--- src/rtl/pw_meter.sv ---
module pw_meter #(
  parameter int NTAP = 20,
  parameter int CW   = 8,
  localparam int FW  = $clog2(NTAP + 1),
  localparam int RW  = CW + FW + 1
) (
  input  logic            clk,
  input  logic            rst_n,
  input  logic            pulse_in,
  input  logic [NTAP-1:0] start_taps,
  input  logic [NTAP-1:0] stop_taps,
  output logic [RW-1:0]   width_code,
  output logic            width_valid,
  output logic            width_ovf
);
  localparam logic [CW-1:0] CMAX = '1;

  logic          s1, s2, s3;
  logic [CW-1:0] cnt;
  logic          ovf_r;
  logic [FW-1:0] fine_s;

  function automatic logic [FW-1:0] therm_decode(input logic [NTAP-1:0] raw);
    logic [NTAP-1:0] fixed;
    logic [FW-1:0]   code;
    for (int i = 0; i < NTAP; i++) fixed[i] = raw[i] ^ (i % 2 == 1);
    code = FW'(NTAP);
    for (int i = NTAP - 1; i >= 0; i--)
      if (!fixed[i]) code = FW'(i);
    return code;
  endfunction

  wire rise = s2 & ~s3;
  wire fall = ~s2 & s3;

  always_ff @(posedge clk or negedge rst_n)
    if (!rst_n) {s1, s2, s3} <= '0;
    else        {s1, s2, s3} <= {pulse_in, s1, s2};

  always_ff @(posedge clk or negedge rst_n)
    if (!rst_n) begin
      cnt    <= '0;
      ovf_r  <= 1'b0;
      fine_s <= '0;
    end else if (rise) begin
      cnt    <= CW'(1);
      ovf_r  <= 1'b0;
      fine_s <= therm_decode(start_taps);
    end else if (s2) begin
      if (cnt == CMAX) ovf_r <= 1'b1;
      else             cnt   <= cnt + 1'b1;
    end

  always_ff @(posedge clk or negedge rst_n)
    if (!rst_n) begin
      width_code  <= '0;
      width_valid <= 1'b0;
      width_ovf   <= 1'b0;
    end else if (fall) begin
      width_code  <= RW'(cnt) * RW'(NTAP) + RW'(fine_s) - RW'(therm_decode(stop_taps));
      width_valid <= 1'b1;
      width_ovf   <= ovf_r;
    end else begin
      width_valid <= 1'b0;
      width_ovf   <= 1'b0;
    end
endmodule


--- config.mk ---
export PLATFORM = sky130hd
export DESIGN_NAME = pw_meter
export DESIGN_NICKNAME = d
export VERILOG_FILES = /design/src/rtl/pw_meter.sv
export SDC_FILE = /design/constraint.sdc
export NUM_CORES = 1
export LEC_CHECK = 0
export ABC_AREA = 1
export BUFFER_PORTS_ARGS = -buffer_cell sky130_fd_sc_hd__buf_2
export CORE_MARGIN = 4
export CORE_UTILIZATION = 35
export CTS_CLUSTER_DIAMETER = 80
export DETAILED_ROUTE_END_ITERATION = 6
export SLEW_MARGIN = 20
export SYNTH_ARGS = -nofsm -noshare
export SYNTH_HDL_FRONTEND = slang
export SYNTH_SLANG_ARGS = --single-unit
--- constraint.sdc ---
create_clock -name clk -period 3 [get_ports clk]
set_clock_uncertainty 0.1 [all_clocks]
set_input_delay 0.45 -clock clk [delete_from_list [all_inputs] [get_ports clk]]
set_output_delay 0.45 -clock clk [all_outputs]
set_load 0.005 [all_outputs]
==> flow_summary.ini, run 1 <==
[finish]
drive_above_1_share_pct = 37.4
areaGrowthSynthToFinish_pct = 41.1
fillers = 738
multiInputGateArea_um2 = 1790
final-seq-area_um2 = 826
layout.nets = 571
diodes = 0

[sta]
relSlewSlack_pct = 50.5
worst_pin_slew_ns = 0.743
finalCritPeriodShare_pct = 108
slew_viol_final = 0
rsz0062_at_grt = true
setup_ws_ns = -0.249
setup_viol = 3
fin_crit_ns = 3.25
setup-tns-final_ns = -0.507
fmax_ghz = 0.308
hold_ws_ns = 0.119
hold_violations = 0

[worst_setup_path]
path_max_fanout = 6
crit_path_start_kind = flop
cp.required_ns = 3.08
crit_start = cnt[3]$_DFFE_PN0P_
rrSetupSlack_ns = -0.25
crit_type = reg -> reg
r2r-end = width_code[13]$_DFFE_PN0P_
worst_setup_path_end_kind = flop
reg2reg_depth = 19
worstPathArrival_ns = 3.33
timing.rr.start = cnt[3]$_DFFE_PN0P_

[route]
post_drt_via_cell_ratio = 4.54
drtIter0Drc = 50
drc = 0
vias = 2706
routed_wl_um = 6390
final_antenna_net_count = 0
detail_route.first_pass.iterations = 4
routedWlPerCell_um = 10.7

[floorplanning]
start_util_pct = 36.7
io-pin-count = 59
fp-row-count = 31
die-area_um2 = 9250
dieWidth_um = 96.2
fp.dieH_um = 96.2
core_um2 = 7410

[logic_synthesis]
synth_top_area_share_pct = 30.3
syn_inst = 375
yosysTopAreaCell = dfrtp_1
syn_nets = 450
synth_area_leaders = dfrtp_1 30%, nand2_1 14%, ha_1 12%
syn_avg_cell_area_um2 = 7.26
ys_seq_area_share_pct = 30.3
synth.distinct_cells = 37
synth_seq_cells = 33
synth_area_um2 = 2720
yosys_warnings = 0

[cts]
clk_pin_slew_ns = 0.07
htreeDepth = 2
cts_tree = built
cts_buffer_depth = 2
clock_latency_ns = 0.29
cts_made_buffers = 5
cts_root_buf = clkbuf_8
cts_sinks = 33

[grt]
track_usage_pct = 14.5
grt_use_met1_pct = 18.4
grt_max_degree = 34
overflow = 0
met3_usage_pct = 2.19
grt_pass1_wl_um = 10800
busiest_layer = met2
gr-usage-met2_pct = 25.2
grt_pass1_vias = 2503
antenna_found_initial = 0

[run]
cap_violations = 0

[place]
gp_congestion = 0.849
pre_cts_slack_ns = -0.332
dpl.hpwl_um = 4980
port_buffers = 58

[pwr]
ir_drop_v = 0.000281
p_per_area_nw_per_um2 = 622
leakagePower_uw = 0.00206

[run_status]
violations = setup timing
status = finished, violations left

[worst_hold_path]
min_path_type = in -> async
-- report_power, final --
| part | internal, uW | leakage, uW | switching (uW) |
|---|---|---|---|
| Combinational | 748 | 0.00160 | 712 |
| Clock | 160 | 0.0000439 | 173 |
| Sequential | 546 | 0.000423 | 49.7 |
-- synthesized netlist by cell type --
master	number
nand2_1	98
inv_1	58
dfrtp_1	33
ha_1	27
nor2_1	24
o21ai_1	18
a21oi_1	16
nand3_1	14
inv_2	13
nor3_1	12
xor2_1	7
a21oi_2	6
fa_1	5
nand2_2	4
nand4_1	4
a31oi_1	3
nor2_2	3
o211ai_1	3
o21ai_0	3
o21ai_2	3
xnor2_1	3
o22ai_1	2
or2_1	2
a211oi_1	1
a21o_1	1
a21oi_4	1
a32o_1	1
and2_1	1
buf_2	1
buf_6	1
nand3b_1	1
nor4_1	1
o2111ai_1	1
o21a_1	1
o21bai_1	1
o41ai_1	1
or2_2	1
-- final cells by class --
type	instances	area share, %
sequential	33	21.5
multi-input combinational	269	46.6
timing repair buffer	116	19.5
inverter	71	6.94
clock buffer	5	1.79
tap	99	3.22
clock inverter	3	0.456
-- repair_timing --
item,in CTS,in global routing
pin swaps,14,16
hold buffers,0,0
setup endpoints to repair,4,8
resized for setup,8,21
setup buffers,2,7
-- worst max-delay path by stage --
| stage | endpoint | slack [ns] | cells past startpoint |
|---|---|---|---|
| final | width_code[13]$_DFFE_PN0P_ | -0.25 | 19 |
| after detailed placement | width_code[11]$_DFFE_PN0P_ | -0.33 | 34 |
| after CTS | width_code[13]$_DFFE_PN0P_ | -0.26 | 19 |
| after floorplan | width_code[13]$_DFFE_PN0P_ | -0.09 | 18 |
| after global placement | width_code[11]$_DFFE_PN0P_ | -0.29 | 18 |
| after global routing | width_code[12]$_DFFE_PN0P_ | -0.52 | 19 |
-- cells in the final DEF (no fill, tap or decap), drive strengths merged, types with 2 or more instances in the layout --
master  instances
o21ai          24
clkinv          2
nand4           4
nand2         102
dfrtp          33
buf           116
nor2           27
xnor2           3
ha             27
nand3          14
fa              5
a21oi          23
a31oi           3
or2             3
inv            71
nor3           12
o211ai          3
clkbuf          5
o22ai           2
xor2            7
-- registers in the layout (all words and copies together) (netlist names) --
register     cells
width_code      14
cnt              8
fine_s           5
ovf_r            1
s1               1
s2               1
s3               1
width_ovf        1
width_valid      1
-- layer usage --
metal / routed length, um / part of all wire, %
met3: 238 / 3.7
met1: 2860 / 45
met4: 90 / 1.4
met2: 3200 / 50
met5: 0 / 0
-- cells by family (layout without fill, tap and decap cells) --
group / after synthesis / after routing / share of synthesized area [%]
AO/OA/AOI/OAI: 62 / 62 / 14.4
XOR/XNOR: 10 / 10 / 3.22
adder cells (fa/ha/maj): 32 / 32 / 16.1
buffers and inverters: 73 / 195 / 10.4
flip-flops: 33 / 33 / 30.3
AND/OR/NAND/NOR: 165 / 165 / 25.6
-- worst max-delay path, cell delays in order, from the launching register on --
cell       delay [ns]
dfrtp_1          0.41
ha_1             0.30
ha_2             0.18
inv_2            0.04
fa_2             0.33
nand3b_1         0.17
and2_4           0.16
inv_2            0.04
a21oi_2          0.04
o21bai_1         0.16
xor2_1           0.20
buf_4            0.15
ha_4             0.21
nand3_4          0.07
nor3_2           0.04
nand2_1          0.09
o2111ai_2        0.11
or2_1            0.22
nand3_1          0.06
nand2_1          0.05
-- metrics by stage --
stage               util [%]  cell area [um^2]  cells  total power, uW
finish                  51.8              3840    596             2390
CTS                     49.5              3670    589             2300
global placement        47.5              3520    579             1910
global route            51.8              3840    596             2640
floorplan                  -              2750    375             1420
detailed placement      47.5              3520    579             1930
(Power assumes the default switching activity.)
==> run 2, diff against run 1 <==
--- a/config.mk
+++ b/config.mk
@@ -8,9 +8,11 @@
 export ABC_AREA = 1
 export BUFFER_PORTS_ARGS = -buffer_cell sky130_fd_sc_hd__buf_2
 export CORE_MARGIN = 4
-export CORE_UTILIZATION = 35
+export CORE_UTILIZATION = 50
 export CTS_CLUSTER_DIAMETER = 80
 export DETAILED_ROUTE_END_ITERATION = 6
+export PLACE_DENSITY = 0.77
+export REMOVE_ABC_BUFFERS = 1
 export SLEW_MARGIN = 20
 export SYNTH_ARGS = -nofsm -noshare
 export SYNTH_HDL_FRONTEND = slang
==> flow_summary.ini, run 2 (synthesis gave the netlist of run 1 again) <==
[cts]
cts_sinks = 33
postCtsHoldBufs = 0
cts_root_buf = clkbuf_8
cts_made_buffers = 5
clk_pin_slew_ns = 0.07
cts_buffer_depth = 2
clock_latency_ns = 0.29
htreeDepth = 2
cts_tree = built

[pwr]
ir_drop_v = 0.000447
power_frac_clock_pct = 16.1
power.switching_uw = 1100
leakagePower_uw = 0.00210
p_per_area_nw_per_um2 = 697
cellInternalPower_uw = 1640
seqPwrFrac_pct = 21.9
sw_frac_of_total_pct = 40.2
p_total_uw = 2740
comb_power_share_pct = 62.0

[sta]
relSlewSlack_pct = 49.3
hold_ws_ns = 0.128
slew_viol_final = 0
finalCritPeriodShare_pct = 110
setup_ws_ns = -0.308
fmax_ghz = 0.302
rsz0062_at_grt = true
hold_violations = 0
setup_viol = 6
worst_pin_slew_ns = 0.760
fin_crit_ns = 3.31

[grt]
grt_max_degree = 34
overflow = 0
grt_pass1_wl_um = 11700
track_usage_pct = 22.7
grt_pass1_vias = 2808
antenna_found_initial = 0

[place]
gp_congestion = 0.860
placed_area_um2 = 3430
port_buffers = 58
dpl.hpwl_um = 5200
dp.cells = 547

[worst_setup_path]
crit_path_start_kind = flop
cp.required_ns = 3.09
worstPathArrival_ns = 3.40
worst_setup_path_end_kind = flop
crit_type = reg -> reg
path_max_fanout = 4

[route]
post_drt_via_cell_ratio = 5.31
wl_met2_um = 4150
wl_met3_um = 435
wl_met1_um = 3350
final_antenna_net_count = 0
drc = 0
detail_route.first_pass.iterations = 5
routedWlPerCell_um = 14.7
routed_wl_um = 8280
drtIter0Drc = 219
top_layer_used = met4
vias = 3002

[run_status]
status = finished, violations left
violations = setup timing

[finish]
final_common_cell = nand2_1
layout_common_cells = 93 x nand2_1, 55 x buf_2, 53 x buf_4
fillers = 364
stdcell_area_um2 = 3930
top_register = width_code
final-seq-area_um2 = 826
areaGrowthSynthToFinish_pct = 44.4
multiInputGateArea_um2 = 1890
fin_cells = 565
largest_reg_flops = 14
drive_above_1_share_pct = 39.2
reg_top3 = width_code (14), cnt (8), fine_s (5)
layout.nets = 569
diodes = 0

[floorplanning]
die-area_um2 = 6690
core_um2 = 5200
fp-row-count = 26
io-pin-count = 59
fp.dieH_um = 81.8
start_util_pct = 52.3
dieWidth_um = 81.8

[run]
cap_violations = 0

[worst_hold_path]
min_path_type = in -> async
## run 2: cell types whose count changed in the layout (fill, tap and decap cells not counted), moves of 3 or more
cell	delta
xnor2_1	-3
ha_4	+3
buf_4	-4
xnor2_2	+3
## run 2: layout make-up
type                    instances  share of cell area (%)
clock buffers                   7                    2.20
clock inverters                 1                   0.764
inverters                      71                    6.78
multi-input cells             269                    48.2
flip-flops and latches         33                    21.0
well taps                      70                    2.23
repair buffers                114                    18.8
## run 2: critical path, cell delays in order, from the launching register on
cell and delay (ns):
dfrtp_1 0.41, ha_4 0.29, ha_4 0.14, inv_2 0.04, fa_2 0.33, nand3b_1 0.19, and2_4 0.16, inv_2 0.05
a21oi_2 0.04, o21bai_1 0.15, xor2_1 0.20, inv_1 0.10, ha_4 0.27, a21oi_2 0.20, o2111ai_4 0.15, or2_1 0.25
nand3_1 0.07, nand2_1 0.05
## run 2: power groups by stage
stage | Combinational [uW] | Sequential [uW] | Clock (uW)
CTS | 1430 | 596 | 439
detailed placement | 1310 | 604 | 0
floorplan | 787 | 620 | 0
finish | 1700 | 599 | 441
global route | 1840 | 614 | 454
global placement | 1270 | 598 | 0
## run 2: path summary, 6_finish.rpt
path / from / end / slack (ns) / depth (start not counted)
setup / recovery: cnt[3]$_DFFE_PN0P_ / width_code[13]$_DFFE_PN0P_ / -0.31 / 17
hold / removal: rst_n / width_code[10]$_DFFE_PN0P_ / 0.13 / 1
setup reg to reg: cnt[3]$_DFFE_PN0P_ / width_code[13]$_DFFE_PN0P_ / -0.31 / 17
hold reg to reg: s1$_DFF_PN0_ / s2$_DFF_PN0_ / 0.26 / 0
max in group asynchronous: rst_n / cnt[3]$_DFFE_PN0P_ / 2.19 / 1
min in group clk: pulse_in / s1$_DFF_PN0_ / 0.16 / 1
## run 2: layer usage
layer	up-vias	GRT usage (%)
met4	0	10.5
li1	1449	-
met1	1402	24.3
met2	120	42.4
met3	31	4.50
met5	-	0
## run 2: metrics by stage
step	util [%]	TNS [ns]	setup WS (ns)
2_1_floorplan	-	-0.378	-0.227
3_3_place_gp	65.9	-1.60	-0.328
3_5_place_dp	65.9	-2.25	-0.393
4_1_cts	72.1	-0.565	-0.225
5_1_grt	75.5	-2.61	-0.459
6_report	75.5	-1.08	-0.308
## run 2: timing repair
item	CTS	global route
gates cloned	0	0
setup endpoints to repair	5	8
pin swaps	26	18
buffers inserted	5	5
resized for setup	31	24
